<file path="src/rtl/coinc_sync_pkg.sv">
package coinc_sync_pkg;
  // Strobes from the phase tracker to the output datapath
  typedef struct packed {
    logic restart;  // phase returns to zero at this edge
    logic hit;      // the shared edge lies exactly fast-ratio cycles ahead
  } syncStrobes_t;
endpackage

</file>
<file path="src/rtl/coinc_sync_ctrl.sv">
module coinc_sync_ctrl
  import coinc_sync_pkg::*;
#(
  parameter int RATIO_W = 4
) (
  input  logic               clk,
  input  logic               rstN,
  input  logic [RATIO_W-1:0] ratioA,
  input  logic [RATIO_W-1:0] ratioC,
  output syncStrobes_t       strobes,
  output logic [RATIO_W-1:0] fastRatio
);
  localparam int SLOW_W = RATIO_W + 1;
  localparam logic [RATIO_W-1:0] ONE_F = 1;
  localparam logic [SLOW_W-1:0]  ONE_S = 1;

  logic [RATIO_W-1:0] effA, effC, prevA, prevC;
  logic [RATIO_W-1:0] fastPh, fastNext;
  logic [SLOW_W-1:0]  slowPer, slowPh, slowNext;
  logic               changed, restart;

  // Zero ratio is taken as one
  assign effA = (ratioA == '0) ? ONE_F : ratioA;
  assign effC = (ratioC == '0) ? ONE_F : ratioC;

  assign changed = (effA != prevA) || (effC != prevC);
  assign restart = !rstN || changed;

  // Fast ratio is the smaller one; equal ratios double the slow period
  always_comb begin
    if (effA == effC) begin
      fastRatio = effA;
      slowPer   = {effA, 1'b0};
    end else if (effA < effC) begin
      fastRatio = effA;
      slowPer   = {1'b0, effC};
    end else begin
      fastRatio = effC;
      slowPer   = {1'b0, effA};
    end
  end

  // Lead phases run fastRatio cycles ahead of the real phase
  assign fastNext = (fastPh == fastRatio - ONE_F) ? '0 : fastPh + ONE_F;
  assign slowNext = (slowPh == slowPer - ONE_S)   ? '0 : slowPh + ONE_S;

  always_ff @(posedge clk) begin
    if (restart) begin
      prevA  <= effA;
      prevC  <= effC;
      fastPh <= '0;
      slowPh <= {1'b0, fastRatio};
    end else begin
      fastPh <= fastNext;
      slowPh <= slowNext;
    end
  end

  assign strobes.restart = restart;
  assign strobes.hit     = !restart && (fastNext == '0) && (slowNext == '0);

  // fast lead phase stays inside one fast period
  a_r1_fast_in_range: assert property (@(posedge clk) disable iff (!rstN)
    !changed |-> (fastPh < fastRatio));
  // slow lead phase stays inside one slow period
  a_r3_slow_in_range: assert property (@(posedge clk) disable iff (!rstN)
    !changed |-> (slowPh < slowPer));
endmodule

</file>
<file path="src/rtl/coinc_sync_dp.sv">
module coinc_sync_dp
  import coinc_sync_pkg::*;
#(
  parameter int RATIO_W = 4
) (
  input  logic               clk,
  input  logic               rstN,
  input  syncStrobes_t       strobes,
  input  logic [RATIO_W-1:0] fastRatio,
  input  logic               syncEn,
  output logic               syncN
);
  localparam logic [RATIO_W-1:0] ONE_F = 1;

  logic [RATIO_W-1:0] lowLeft;  // low cycles still to come after this one

  always_ff @(posedge clk) begin
    if (strobes.restart) begin
      lowLeft <= '0;
      syncN   <= 1'b1;
    end else if (strobes.hit) begin
      lowLeft <= fastRatio - ONE_F;
      syncN   <= !syncEn;
    end else if (lowLeft != '0) begin
      lowLeft <= lowLeft - ONE_F;
      syncN   <= !syncEn;
    end else begin
      syncN   <= 1'b1;
    end
  end

  // remaining window never exceeds one fast period
  a_r1_window_bounded: assert property (@(posedge clk) disable iff (!rstN)
    !strobes.restart |-> (lowLeft < fastRatio));
  // a detected shared edge opens the low window
  a_r2_hit_drives_low: assert property (@(posedge clk) disable iff (!rstN)
    (strobes.hit && syncEn) |=> !syncN);
  // frozen output stays inactive
  a_r6_frozen_high: assert property (@(posedge clk) disable iff (!rstN)
    !syncEn |=> syncN);
  // ratio change restarts with output inactive
  a_r7_restart_high: assert property (@(posedge clk) disable iff (!rstN)
    strobes.restart |=> syncN);
  // output inactive on leaving reset
  a_r8_release_high: assert property (@(posedge clk) disable iff (!rstN)
    $rose(rstN) |-> syncN);
endmodule

</file>
<file path="src/rtl/coinc_sync_gen.sv">
module coinc_sync_gen
  import coinc_sync_pkg::*;
#(
  parameter int RATIO_W = 4
) (
  input  logic               clk,
  input  logic               rstN,
  input  logic [RATIO_W-1:0] ratioA,
  input  logic [RATIO_W-1:0] ratioC,
  input  logic               syncEn,
  output logic               syncN
);
  syncStrobes_t       strobes;
  logic [RATIO_W-1:0] fastRatio;

  coinc_sync_ctrl #(.RATIO_W(RATIO_W)) uCtrl (
    .clk       (clk),
    .rstN      (rstN),
    .ratioA    (ratioA),
    .ratioC    (ratioC),
    .strobes   (strobes),
    .fastRatio (fastRatio)
  );

  coinc_sync_dp #(.RATIO_W(RATIO_W)) uDp (
    .clk       (clk),
    .rstN      (rstN),
    .strobes   (strobes),
    .fastRatio (fastRatio),
    .syncEn    (syncEn),
    .syncN     (syncN)
  );
endmodule

</file>
<file path="config.mk">
export PLATFORM = sky130hd
export DESIGN_NAME = coinc_sync_gen
export DESIGN_NICKNAME = d
export VERILOG_FILES = /design/src/rtl/coinc_sync_pkg.sv /design/src/rtl/coinc_sync_ctrl.sv /design/src/rtl/coinc_sync_dp.sv /design/src/rtl/coinc_sync_gen.sv
export SDC_FILE = /design/constraint.sdc
export NUM_CORES = 1
export LEC_CHECK = 0
export CORE_MARGIN = 2
export CORE_UTILIZATION = 40
export DETAILED_ROUTE_END_ITERATION = 8
export SLEW_MARGIN = 20
export SYNTH_ARGS = -nofsm -noshare
export SYNTH_HDL_FRONTEND = slang
export SYNTH_SLANG_ARGS = --single-unit
</file>
<file path="constraint.sdc">
create_clock -name clk -period 7.54 [get_ports clk]
set_clock_uncertainty 0.15 [all_clocks]
set_input_delay 2.262 -clock clk [delete_from_list [all_inputs] [get_ports clk]]
set_output_delay 2.262 -clock clk [all_outputs]
set_load 0.03 [all_outputs]
</file>
# Yosys cells after proc, flatten, opt, wreduce, memory -nomap -nowiden
# Index checks and enable logic that the tools add are counted.
dict set report totals {
  ff_bits 22
  input_bits 11
  output_inout_bits 1
  wordCells 44
}
dict set report op_classes {
  addsub 5
  n_lt_le_gt_ge 1
  n_eq_ne 5
  muxes 13
  reduce_logical 13
}
# op count
set op_table {}
lappend op_table {{4-bit two-way mux} 9}
lappend op_table {{4-bit zero test} 3}
lappend op_table {{5-bit two-way mux} 2}
lappend op_table {{4-bit equality test} 2}
lappend op_table {{4-bit inequality test} 2}
lappend op_table {{4-bit by 1-bit subtractor with 4-bit output (second input constant)} 2}
lappend op_table {{5-bit by 1-bit adder with 5-bit output (second input constant)} 1}
lappend op_table {{5-bit equality test} 1}
lappend op_table {{5-bit zero test} 1}
lappend op_table {{5-bit by 1-bit subtractor with 5-bit output (second input constant)} 1}
lappend op_table {{4-bit by 1-bit adder with 4-bit output (second input constant)} 1}
lappend op_table {{4-bit less-than comparator} 1}
lappend op_table {{4-bit nonzero test} 1}
lappend op_table {{1-bit zero test} 3}
lappend op_table {{1-bit logical AND} 2}
lappend op_table {{1-bit logical OR} 2}
lappend op_table {{1-bit two-way mux} 2}
lappend op_table {{2-bit nonzero test} 1}

# Longest topological paths before layout
dict set report depth {
  ltp_word 12
  mapped_depth 19
  mapped_depth_nobuf 18
}

# Modules after synthesis
# From an unflattened synthesis, not the netlist that was laid out.
dict set report unflattened {
  hier_cells 197
  hier_area_um2 1769.2
}
# module n_inst cells_per_inst area_per_inst_um2 seq_area_each_um2
set modules_own_cells {}
lappend modules_own_cells {coinc_sync_ctrl 1 173 1520.2 420.4}
lappend modules_own_cells {coinc_sync_dp 1 24 249.0 100.1}

# Least setup slack after synthesis
# Ideal clock, no wire load.
dict set report synth_timing {
  path_type {input port to flip-flop}
  start {input port ratioA[1]}
  end {register uDp.lowLeft[3]}
  arrival_ns 5.409
  t_required_ns 7.269
  path_slack_ns 1.860
  path_stages 18
  path_cell_list {buf_6 -> nor3_1 -> or2_1 -> inv_2 -> ha_1 -> nor2b_1 -> o21a_2 -> o21ai_1 -> a22oi_1 -> inv_1 -> ha_1 -> xor2_1 -> nand2_1 -> a311o_1 -> o311ai_1 -> o221ai_4 -> a22oi_4 -> mux2_4}
}
dict set report synth_via {
  elab_chain_cells 12
  word_cells_on_any_way 24
}
# element line
set synth_rtl {}
lappend synth_rtl {{start, declared} coinc_sync_gen.sv:8} ;# input logic [RATIO_W-1:0] ratioA,
lappend synth_rtl {{4-bit zero test *} coinc_sync_ctrl.sv:23} ;# assign effA = (ratioA == '0) ? ONE_F : ratioA;
lappend synth_rtl {{4-bit two-way mux *} coinc_sync_ctrl.sv:23}
lappend synth_rtl {{named net uCtrl.effA[0]} coinc_sync_ctrl.sv:17} ;# logic [RATIO_W-1:0] effA, effC, prevA, prevC;
lappend synth_rtl {{4-bit less-than comparator} coinc_sync_ctrl.sv:34} ;# end else if (effA < effC) begin
lappend synth_rtl {{4-bit two-way mux} coinc_sync_ctrl.sv:34}
lappend synth_rtl {{4-bit two-way mux} coinc_sync_ctrl.sv:31} ;# if (effA == effC) begin
lappend synth_rtl {{4-bit by 1-bit subtractor with 4-bit output} {coinc_sync_ctrl.sv:44, coinc_sync_dp.sv:22}}
lappend synth_rtl {{4-bit equality test} coinc_sync_ctrl.sv:44} ;# assign fastNext = (fastPh == fastRatio - ONE_F) ? '0 : fastPh + ONE_F;
lappend synth_rtl {{4-bit two-way mux} coinc_sync_ctrl.sv:44}
lappend synth_rtl {{4-bit zero test} coinc_sync_ctrl.sv:60} ;# assign strobes.hit = !restart && (fastNext == '0) && (slowNext == '0);
lappend synth_rtl {{1-bit logical AND (2 in series)} coinc_sync_ctrl.sv:60}
lappend synth_rtl {{4-bit two-way mux or 2-bit nonzero test (tied branches)} -}
lappend synth_rtl {{end signal, assigned} coinc_sync_dp.sv:22} ;# lowLeft <= fastRatio - ONE_F;
lappend synth_rtl {{end signal, assigned} coinc_sync_dp.sv:25} ;# lowLeft <= lowLeft - ONE_F;
lappend synth_rtl {{end, declared} coinc_sync_dp.sv:15} ;# logic [RATIO_W-1:0] lowLeft;
# Mark *: on every way through the listed nets, which the timed path passes. The rest lies on a longest branch.
# A chain may end at the register's enable or synchronous reset.

# Final worst setup path
dict set report layout_timing {
  start {input port ratioA[2]}
  end {register uDp.lowLeft[3]}
}
# Same word-level chain as after synthesis.

==> summary.md <==
| Metric | Value |
|---|---|
| Outcome | `completed` |
| Post-CTS Resized | `0` |
| Synth top area share | `16.0%` |
| PD cells | `163 mW/mm^2` |
| First drt pass iteration count | `5` |
| Syn_nets | `214` |
| Clock-pin slew on the worst setup and hold paths | `80 ps` |
| Slew headroom | `54.3%` |
| # fillers | `403` |
| Fmax achieved | `0.157 GHz` |
| Syn Area/Cell | `9.14 sq um` |
| Clk Latency, worst-skew pair | `270 ps` |
| Number of synthesized flops with an enable pin | `8` |
| Final cell count without fillers | `246` |
| CP endpoint kind | `flop` |
| Share of layout cells above drive strength 1 | `10.8%` |
| Max VDD drop | `0.0611 mV` |
| Tcrit/Tclk final | `84.6%` |
| Total number of vias | `1336` |
| Grt ovf | `0` |
| Xor and xnor area share after synthesis | `13.5%` |
| Io pins | `12` |
| Clk root buf | `clkbuf_8` |
| Critical path fanouts, max | `9` |
| Hold Crit Class | `reg -> reg` |
| Pre-CTS setup slack | `898 ps` |
| Post-Place Cell Area | `0.00187 sq mm` |
| Final Slew Violations | `0` |
| Die Y | `70.2 um` |
| Routed wire length | `3650 um` |
| Register area | `520 sq um` |
| Drt drc | `0` |
| Routed len/inst | `14.8 um` |
| CP arrival | `6400 ps` |
| Top_reg_cell synth | `dfxtp_1` |
| Number of buffers created by CTS | `3` |
| First-pass GRT wire length | `6330 um` |
| Compound-cell area share of the yosys netlist | `17.0%` |
| Placed Instances | `242` |
| Clk sink count | `22` |
| Drt via density | `5.43` |
| Multiplexer share of the synthesized area | `4.28%` |
| Antenna-violating nets left | `0` |
| Cell area after synthesis | `0.00176 sq mm` |
| RSZ-0062 raised after global routing | `no` |
| Initial Util | `40.9%` |
| GRT Util Overall | `16.0%` |
| Design Area, Final | `0.00192 sq mm` |
| Die area | `0.00493 sq mm` |
| Vias in the first global route | `1350` |
| Mapped Cells | `192` |
| Port Buffers | `11` |
| Synth unique cells | `55` |
| Total count of hold-check failures in the final report | `0` |
| Final setup viols | `0` |
| Fin Setup TNS | `0 ps` |
| Slew @ Worst Pin | `676 ps` |
| Final GP Congestion | `0.973` |
| NumNets Final | `217` |
| Max Cap Viol | `0` |
| Ant. Diodes | `0` |
| Largest family of logic cells by synthesized area | `simple AND/OR/NAND/NOR gates` |
| Crit path required time | `7560 ps` |
| Ys async rst share | `0%` |
| Crit path kind | `in -> reg` |
| Synth top area cells | `dfxtp_1 16%, edfxtp_1 14%, ha_1 7.8%` |
| Dpl hpwl | `2880 um` |
| Setup ws final | `1160 ps` |
| Post-CTS setup buffers | `0` |
| Core Footprint | `0.00429 sq mm` |
| CTS tree | `done` |
| Leak pwr | `0.716 nW` |
| Clock Path Buffers | `2` |
| Post-synthesis simple-gate area fraction | `21.2%` |
| Post-CTS Hold Fix Bufs | `0` |
| DRT iter0 DRCs | `102` |
| Min Clock Period, post-route | `6380 ps` |
| Initial antenna violation count | `0` |
| Area occupied by multi-input gates | `0.00112 sq mm` |
| Post-Synth Adder-Cell Area | `7.84%` |
| Crit start category | `input pin` |
| Layout area overhead | `9.41%` |
| Post-synth top area cell | `dfxtp_1` |
| H-tree level count | `1` |
| Row count | `24` |
| Flops & latches, synth | `22` |
| Synth warnings | `0` |
| Register area share after synthesis | `29.7%` |
| Pin count of the biggest net entering global routing | `20` |
| Die W | `70.2 um` |
-- state kept, by name, indices dropped and copies added (netlist names) --
signal / cells
uCtrl.slowPh: 5
uCtrl.prevC: 4
uCtrl.prevA: 4
uCtrl.fastPh: 4
uDp.syncN: 1
uDp.lowLeft: 4
-- path summary, 6_finish.rpt --
check,from,end,slack [ps],depth (start not counted)
hold reg to reg,uCtrl.fastPh[0]$_SDFF_PP0_,uCtrl.fastPh[0]$_SDFF_PP0_,350,1
hold / removal,uCtrl.fastPh[0]$_SDFF_PP0_,uCtrl.fastPh[0]$_SDFF_PP0_,350,1
setup reg to reg,uCtrl.prevA[2]$_DFFE_PP_,uDp.lowLeft[3]$_SDFFE_PP0P_,4640,7
setup / recovery,ratioA[2],uDp.lowLeft[3]$_SDFFE_PP0P_,1160,18
-- cells in the mapped netlist, types with 4 or more instances --
cell type / instances
inv_1: 10
o211ai_1: 4
nand3_1: 11
nand2_1: 14
nand4_1: 4
nor2_1: 14
mux2i_1: 6
edfxtp_1: 8
clkbuf_1: 9
o21ai_0: 7
ha_1: 11
dfxtp_1: 14
xnor2_1: 12
a21oi_1: 4
nor3b_1: 4
xor2_1: 8
-- layout make-up --
| class | instances | area share (%) |
|---|---|---|
| tap | 52 | 3.39 |
| inverter | 13 | 2.54 |
| clock buffer | 4 | 2.87 |
| timing repair buffer | 11 | 5.73 |
| sequential | 22 | 27.1 |
| multi-input combinational | 144 | 58.4 |
-- metrics by stage --
step / total power, mW / utilization, % / hold WS, ps
5_1_grt: 0.332 / 44.7 / 395
3_5_place_dp: 0.227 / 43.4 / 335
6_report: 0.313 / 44.7 / 351
2_1_floorplan: 0.208 / - / 302
4_1_cts: 0.316 / 44.7 / 357
3_3_place_gp: 0.224 / 43.4 / 333
-- placed cells by master, fill, tap and decap left out, types with 4 or more instances in the layout --
cell type	count
clkbuf_8	4
nand3_1	11
edfxtp_1	8
inv_1	10
nand4_1	4
a21oi_1	4
o211ai_1	4
clkdlybuf4s50_1	11
nand2_1	14
dfxtp_1	14
xor2_1	8
o21ai_0	7
nor2_1	14
xnor2_1	12
nor3b_1	4
mux2i_1	6
ha_1	11
-- metal layers --
layer | global-route usage (%) | part of all wire, %
met1 | 20.7 | 46
met2 | 27.1 | 49
met3 | 2.16 | 3.4
met4 | 5.56 | 1.5
met5 | 0 | 0
-- power breakdown --
part	leakage, nW	switching (mW)	total, mW	internal, mW
registers	0.198	0.00499	0.133	0.128
clock network	0.0288	0.0415	0.0882	0.0467
logic	0.489	0.0500	0.0919	0.0419
-- worst max-delay path, stage by stage --
cell and delay, ps:
clkdlybuf4s50_1 650, nor3_1 220, or2_1 160, inv_2 80
ha_1 200, nor2b_1 220, o21a_2 230, o21ai_1 80
a22oi_1 290, inv_1 80, ha_1 290, xor2_1 220
nand2_1 110, a311o_1 340, o311ai_1 120, o221ai_4 230
a22oi_4 300, mux2_4 320
-- kinds of logic (layout without fill, tap and decap cells) --
logic type / after synthesis / after routing
simple gates: 68 / 68
buf+inv: 26 / 28
xor+xnor: 23 / 23
fa+ha+maj: 11 / 11
mux: 7 / 7
flops: 22 / 22
compound gates: 35 / 35
Note: power is estimated with default switching activity, not from simulation.
